**config.mk**
```make
export PLATFORM = sky130hd
export DESIGN_NAME = nand_ecc_engine
export DESIGN_NICKNAME = d
export VERILOG_FILES = /design/src/rtl/nand_ecc_pkg.sv /design/src/rtl/nand_ecc_ctrl.sv /design/src/rtl/nand_ecc_datapath.sv /design/src/rtl/nand_ecc_engine.sv
export SDC_FILE = /design/constraint.sdc
export NUM_CORES = 1
export LEC_CHECK = 0
export BUFFER_PORTS_ARGS = -buffer_cell sky130_fd_sc_hd__buf_2
export CAP_MARGIN = 10
export CORE_MARGIN = 3
export CORE_UTILIZATION = 35
export CTS_CLUSTER_DIAMETER = 30
export DETAILED_ROUTE_END_ITERATION = 6
export PLACE_DENSITY = 0.6
export SETUP_SLACK_MARGIN = 0.02
export SLEW_MARGIN = 10
export SYNTH_ARGS = -nofsm -noshare
export SYNTH_HDL_FRONTEND = slang
export SYNTH_SLANG_ARGS = --single-unit
```
**constraint.sdc**
```tcl
create_clock -name clk -period 7.65 [get_ports clk]
set_input_delay 0.765 -clock clk [delete_from_list [all_inputs] [get_ports clk]]
set_output_delay 0.765 -clock clk [all_outputs]
set_load 0.01 [all_outputs]
```
**src/rtl/nand_ecc_pkg.sv**
```systemverilog
package nand_ecc_pkg;
  // strobes from control to datapath
  typedef struct packed {
    logic wipe;   // software clear
    logic take;   // accept a byte
    logic open;   // byte starts a page
    logic close;  // byte ends a page
  } eccStrobe_t;
endpackage

```
**src/rtl/nand_ecc_ctrl.sv**
```systemverilog
module nand_ecc_ctrl
  import nand_ecc_pkg::*;
#(
  parameter int MAX_LOG = 12
) (
  input  logic               clk,
  input  logic               rstN,
  input  logic               softClr,
  input  logic               inValid,
  input  logic               inFirst,
  input  logic               inLast,
  input  logic [1:0]         pageSel,
  output eccStrobe_t         strb,
  output logic [MAX_LOG-1:0] byteIdx,
  output logic [1:0]         effSel
);
  logic [MAX_LOG-1:0] idxReg;
  logic [1:0]         selReg;

  always_comb begin
    strb.wipe  = softClr;
    strb.take  = inValid & ~softClr;
    strb.open  = strb.take & inFirst;
    strb.close = strb.take & inLast;
    byteIdx    = strb.open ? '0 : idxReg;
    effSel     = strb.open ? pageSel : selReg;
  end

  always_ff @(posedge clk or negedge rstN) begin
    if (!rstN) begin
      idxReg <= '0;
      selReg <= '0;
    end else if (strb.wipe) begin
      idxReg <= '0;
    end else if (strb.take) begin
      idxReg <= byteIdx + 1'b1;
      if (strb.open) selReg <= pageSel;
    end
  end

  // the byte index advances by one for each accepted byte
  assert_index_step_R2: assert property (@(posedge clk) disable iff (!rstN)
    strb.take |=> idxReg == $past(byteIdx) + 1'b1);
  // a software clear sends the index back to zero
  assert_index_wipe_R6: assert property (@(posedge clk) disable iff (!rstN)
    strb.wipe |=> idxReg == '0);
endmodule

```
**src/rtl/nand_ecc_datapath.sv**
```systemverilog
module nand_ecc_datapath
  import nand_ecc_pkg::*;
#(
  parameter int MAX_LOG = 12,
  parameter int MIN_LOG = 9
) (
  input  logic                    clk,
  input  logic                    rstN,
  input  eccStrobe_t              strb,
  input  logic [7:0]              inData,
  input  logic [MAX_LOG-1:0]      byteIdx,
  input  logic [1:0]              effSel,
  input  logic                    checkEn,
  input  logic [6+2*MAX_LOG-1:0]  storedCode,
  output logic                    done,
  output logic [6+2*MAX_LOG-1:0]  codeOut,
  output logic                    errNone,
  output logic                    errData,
  output logic                    errCode,
  output logic                    errMulti,
  output logic [MAX_LOG-1:0]      errByte,
  output logic [2:0]              errBit
);
  localparam int COLS   = 3;
  localparam int PAIRS  = COLS + MAX_LOG;
  localparam int CODE_W = 2 * PAIRS;

  logic [CODE_W-1:0]  acc, contrib, nextAcc, codeMask, syndrome;
  logic [MAX_LOG-1:0] rowMask, locByte;
  logic [2:0]         locBit;
  logic               bytePar, pairsOk, synZero, synSingle;

  always_comb begin
    bytePar = ^inData;
    contrib = '0;
    for (int j = 0; j < COLS; j++) begin
      for (int p = 0; p < 8; p++) begin
        if (((p >> j) & 1) == 1) contrib[2*j]   = contrib[2*j]   ^ inData[p];
        else                     contrib[2*j+1] = contrib[2*j+1] ^ inData[p];
      end
    end
    for (int k = 0; k < MAX_LOG; k++) begin
      rowMask[k] = (k < MIN_LOG + int'(effSel));
      contrib[2*(COLS+k)]   = rowMask[k] & bytePar &  byteIdx[k];
      contrib[2*(COLS+k)+1] = rowMask[k] & bytePar & ~byteIdx[k];
      codeMask[2*(COLS+k)]   = rowMask[k];
      codeMask[2*(COLS+k)+1] = rowMask[k];
      locByte[k] = syndrome[2*(COLS+k)];
    end
    codeMask[2*COLS-1:0] = '1;
    nextAcc  = (strb.open ? '0 : acc) ^ contrib;
    syndrome = (nextAcc ^ storedCode) & codeMask;
    pairsOk  = 1'b1;
    for (int i = 0; i < PAIRS; i++) begin
      if (codeMask[2*i] && !(syndrome[2*i] ^ syndrome[2*i+1])) pairsOk = 1'b0;
    end
    for (int j = 0; j < COLS; j++) locBit[j] = syndrome[2*j];
    synZero   = (syndrome == '0);
    synSingle = ($countones(syndrome) == 1);
  end

  always_ff @(posedge clk or negedge rstN) begin
    if (!rstN) begin
      acc <= '0; codeOut <= '0; done <= 1'b0;
      errNone <= 1'b0; errData <= 1'b0; errCode <= 1'b0; errMulti <= 1'b0;
      errByte <= '0; errBit <= '0;
    end else if (strb.wipe) begin
      acc <= '0; codeOut <= '0; done <= 1'b0;
      errNone <= 1'b0; errData <= 1'b0; errCode <= 1'b0; errMulti <= 1'b0;
      errByte <= '0; errBit <= '0;
    end else begin
      done <= 1'b0;
      if (strb.open) begin
        codeOut <= '0;
        errNone <= 1'b0; errData <= 1'b0; errCode <= 1'b0; errMulti <= 1'b0;
        errByte <= '0; errBit <= '0;
      end
      if (strb.take) acc <= nextAcc;
      if (strb.close) begin
        codeOut <= nextAcc;
        done    <= 1'b1;
        errNone <= checkEn & synZero;
        errData <= checkEn & !synZero & pairsOk;
        errCode <= checkEn & !pairsOk & synSingle;
        errMulti <= checkEn & !synZero & !pairsOk & !synSingle;
        errByte <= (checkEn & !synZero & pairsOk) ? locByte : '0;
        errBit  <= (checkEn & !synZero & pairsOk) ? locBit  : '0;
      end
    end
  end

  // a last byte is followed by the result strobe
  assert_done_follows_last_R4: assert property (@(posedge clk) disable iff (!rstN)
    strb.close |=> done);
  // done never repeats on back-to-back cycles without a new last byte
  assert_done_single_R4: assert property (@(posedge clk) disable iff (!rstN)
    done && !strb.close |=> !done);
  // outcome flags are mutually exclusive
  assert_flags_exclusive_R10: assert property (@(posedge clk) disable iff (!rstN)
    $onehot0({errNone, errData, errCode, errMulti}));
  // software clear empties the results
  assert_wipe_clears_R6: assert property (@(posedge clk) disable iff (!rstN)
    strb.wipe |=> (!done && codeOut == '0 && !errData && !errMulti));
  // write mode leaves every flag low
  assert_write_quiet_R11: assert property (@(posedge clk) disable iff (!rstN)
    strb.close && !checkEn |=> !(errNone | errData | errCode | errMulti));
  // the topmost row pair is only used by the largest page
  assert_top_row_masked_R3: assert property (@(posedge clk) disable iff (!rstN)
    strb.close && effSel != 2'd3 |=> codeOut[CODE_W-1 -: 2] == 2'b00);
endmodule

```
**src/rtl/nand_ecc_engine.sv**
```systemverilog
module nand_ecc_engine
  import nand_ecc_pkg::*;
#(
  parameter int MAX_LOG = 12,
  parameter int MIN_LOG = 9
) (
  input  logic                   clk,
  input  logic                   rstN,
  input  logic                   softClr,
  input  logic [1:0]             pageSel,
  input  logic                   checkEn,
  input  logic                   inValid,
  input  logic                   inFirst,
  input  logic                   inLast,
  input  logic [7:0]             inData,
  input  logic [6+2*MAX_LOG-1:0] storedCode,
  output logic                   done,
  output logic [6+2*MAX_LOG-1:0] codeOut,
  output logic                   errNone,
  output logic                   errData,
  output logic                   errCode,
  output logic                   errMulti,
  output logic [MAX_LOG-1:0]     errByte,
  output logic [2:0]             errBit
);
  eccStrobe_t         strb;
  logic [MAX_LOG-1:0] byteIdx;
  logic [1:0]         effSel;

  nand_ecc_ctrl #(.MAX_LOG(MAX_LOG)) uCtrl (
    .clk(clk), .rstN(rstN), .softClr(softClr), .inValid(inValid),
    .inFirst(inFirst), .inLast(inLast), .pageSel(pageSel),
    .strb(strb), .byteIdx(byteIdx), .effSel(effSel)
  );

  nand_ecc_datapath #(.MAX_LOG(MAX_LOG), .MIN_LOG(MIN_LOG)) uPath (
    .clk(clk), .rstN(rstN), .strb(strb), .inData(inData), .byteIdx(byteIdx),
    .effSel(effSel), .checkEn(checkEn), .storedCode(storedCode),
    .done(done), .codeOut(codeOut), .errNone(errNone), .errData(errData),
    .errCode(errCode), .errMulti(errMulti), .errByte(errByte), .errBit(errBit)
  );
endmodule

```
==> results by group <==
Global route
  – First-pass GRT wire length: ~33000 um
  – GRT overflow: 0
  – Vias in the first global route: 5911
  – Largest net degree at the start of global routing: 58
  – Antenna violations before repair: 1
  – GRT Overall Usage: 0.185

Yosys
  – Async set-reset flop share out of synthesis: 1.00
  – Mapped cell area: roughly 0.0074 sq mm
  – Netlist cell types: between 60 and 70
  – Most common cell in the netlist: dfrtp_1
  – Average size of a mapped cell: 8.88 sq um
  – Synth Instances: 830
  – Syn_nets: approximately 940
  – Register bit total from synthesis: 94
  – Area leader, netlist: dfrtp_1
  – Register area share after synthesis: 0.319
  – Synth top cells by count: dfrtp_1, nand2_1, o21ai_0
  – Synthesis Warnings: 0
  – Synth top area cells: dfrtp_1, fa_1, ha_1
  – Most used DFF post-synth: dfrtp_1
  – Share of the synthesized area in the top cell type: 0.319
  – Number of synthesized flops with an enable pin: 0

Run
  – Max_cap viols: 0

Pwr
  – Lkg Pwr: 0.00389 uW
  – Clk pwr share: 0.123
  – Combinational Power Share: 0.722
  – Int Pwr: approximately 1900 uW
  – Sw frac: 0.472
  – Worst VDD drop: approximately 600 uV
  – PwrDens: roughly 430 mW/mm^2
  – Psw: approximately 1700 uW
  – Sequential share of power: 0.155

Worst setup path
  – Crit path max fanout: 24
  – Slowest stage delay, CP: about 0.60 ns
  – Worst EP arrival: around 7.2 ns
  – RR Endpoint: uPath.errCode
  – Critical-path top delay cell: xnor2_4
  – Most common cell on crit path: fa_1
  – RR Startpoint: uCtrl.idxReg[2]
  – R2r setup slk: about 1.6 ns
  – Setup crit end kind: register
  – Critical path class: input pin to register
  – Crit path required time: around 7.9 ns
  – R2R depth: 22
  – CP top delay family: adder cells
  – CP Launch Type: input pin
  – Critical path buffer and inverter count: 7

Worst hold path
  – Worst Hold Class: input pin to asynchronous set/reset pin

Timing
  – Clock skew: 0.00737 ns
  – Final Hold Viols: 0
  – Clock period minus worst slack: between 6 and 7 ns
  – Maximum clock rate: approximately 0.14 GHz
  – Slew Limit Fails: 0
  – RSZ-0062 raised after global routing: no
  – Sum of negative setup slack: 0 ns
  – Period utilisation layout: 0.907
  – Rel. slew slack: 0.371
  – Setup violators final: 0
  – Slew @ Worst Pin: roughly 0.94 ns

Layout
  – Final Net Count: 1011
  – Final Core Density: 0.410
  – ANT cells: 0
  – Layout cells sized above 1: 0.192
  – Layout area overhead: 13.7%

Floorplan
  – I/O Pins: just under 100
  – Die Y: roughly 150 um
  – Initial core utilization: 0.361
  – Core box area: about 0.020 sq mm
  – Num rows: 52
  – DIE AREA: around 0.023 sq mm
  – Chip width: approximately 150 um

CTS
  – Worst-skew pair later-pin latency: around 0.35 ns
  – Clock-pin slew on the worst setup and hold paths: 0.06 ns
  – TritonCTS clock tree: done
  – Root buf cell: clkbuf_16
  – Clock Path Buffers: 2
  – Postcts setup bufs: 0
  – Num CTS Buffers: 9
  – Clock sink count: 94
  – H-tree depth: 3
  – Hold Buf Count CTS: 0
  – Resize count post-CTS: 0

Detailed routing
  – DR iter-0 viols: between 300 and 400
  – Routed wire length: 20300 um
  – Number of detailed-route iterations in the first pass: 4
  – Routed len/inst: around 17 um
  – Vias per Instance: around 5.2
  – Residual DRC count: 0
  – Vias: slightly above 6k
  – Post-route ant nets: 0

Placed design
  – Buffers on Ports: 96
  – DP HPWL: roughly 15000 um
  – GPL Wtd Cong: about 0.89

Status
  – Status: finished clean
-- power groups by stage --
| stage | Combinational [uW] | Sequential, uW | Clock, uW |
|---|---|---|---|
| after global placement | 2570 | 562 | 0 |
| after detailed placement | 2630 | 562 | 0 |
| after global routing | 3090 | 559 | 476 |
| after floorplan | 2030 | 562 | 0 |
| final | 2580 | 553 | 441 |
| after CTS | 2640 | 553 | 452 |
-- through the flow --
stage          cell area [sq um]  power (uW)  hold slack, ns  instances  setup WS [ns]
2_1_floorplan               7370        2600           0.469        830           1.09
3_3_place_gp                8090        3130           0.456       1159          0.406
3_5_place_dp                8090        3190           0.465       1159          0.329
4_1_cts                     8370        3650           0.394       1175          0.668
5_1_grt                     8370        4130           0.419       1175          0.116
6_report                    8370        3570           0.384       1175          0.709
-- cell families after synthesis --
logic type      share of synthesized area
mux                                0.0329
simple gates                        0.174
fa+ha+maj                           0.134
compound gates                      0.181
buf+inv                            0.0681
xor+xnor                           0.0902
flops                               0.319
-- cells in the final DEF (no fill, tap or decap), types with 5 or more instances in the layout --
cell type,count
buf_2,95
dfrtp_1,94
nand2_1,91
o21ai_0,71
nor2_1,67
inv_1,66
a21oi_1,46
ha_1,39
xnor2_1,32
xor2_1,26
fa_1,25
nand3_1,24
buf_4,17
mux2i_1,13
a22o_1,13
nand2b_1,11
a21o_1,9
and3_1,9
o211ai_1,9
clkbuf_16,9
nor3_1,8
mux2_2,8
a22oi_1,8
nand4_1,8
a21oi_2,7
o211a_1,6
nand4bb_1,6
a31oi_1,5
-- sequential cells by signal, indices dropped and copies added (netlist names), 2 cells and up --
name,flops
uCtrl.selReg,2
uPath.codeOut,30
uPath.errByte,12
uPath.errBit,3
uPath.acc,30
uCtrl.idxReg,12
-- routing by layer --
metal,vias up,routed length [um],GRT usage
met5,-,13,0
met4,2,261,0.0435
met3,18,1210,0.0383
met2,163,9260,0.286
met1,2958,9560,0.266
li1,2979,-,-
-- worst max path at each step --
| stage | startpoint | end | slack [ns] | cells past startpoint |
|---|---|---|---|---|
| 6_report | inData[2] | uPath.errCode | 0.71 | 26 |
| 5_1_grt | inData[2] | uPath.errCode | 0.12 | 26 |
| 4_1_cts | inData[2] | uPath.errCode | 0.67 | 26 |
| 3_5_place_dp | inData[2] | uPath.errCode | 0.33 | 26 |
| 3_3_place_gp | inData[2] | uPath.errCode | 0.41 | 26 |
| 2_1_floorplan | softClr | uPath.errCode | 1.09 | 25 |
-- final cells by class --
cell class,instances,area (sq um)
Fill cell,2072,12100
Clock buffer,11,253
Sequential cell,94,2350
Multi-Input combinational cell,616,4530
Inverter,66,248
Tap cell,270,338
Clock inverter,5,33.8
Timing Repair Buffer,113,623
Power figures use the tool's default switching activity.
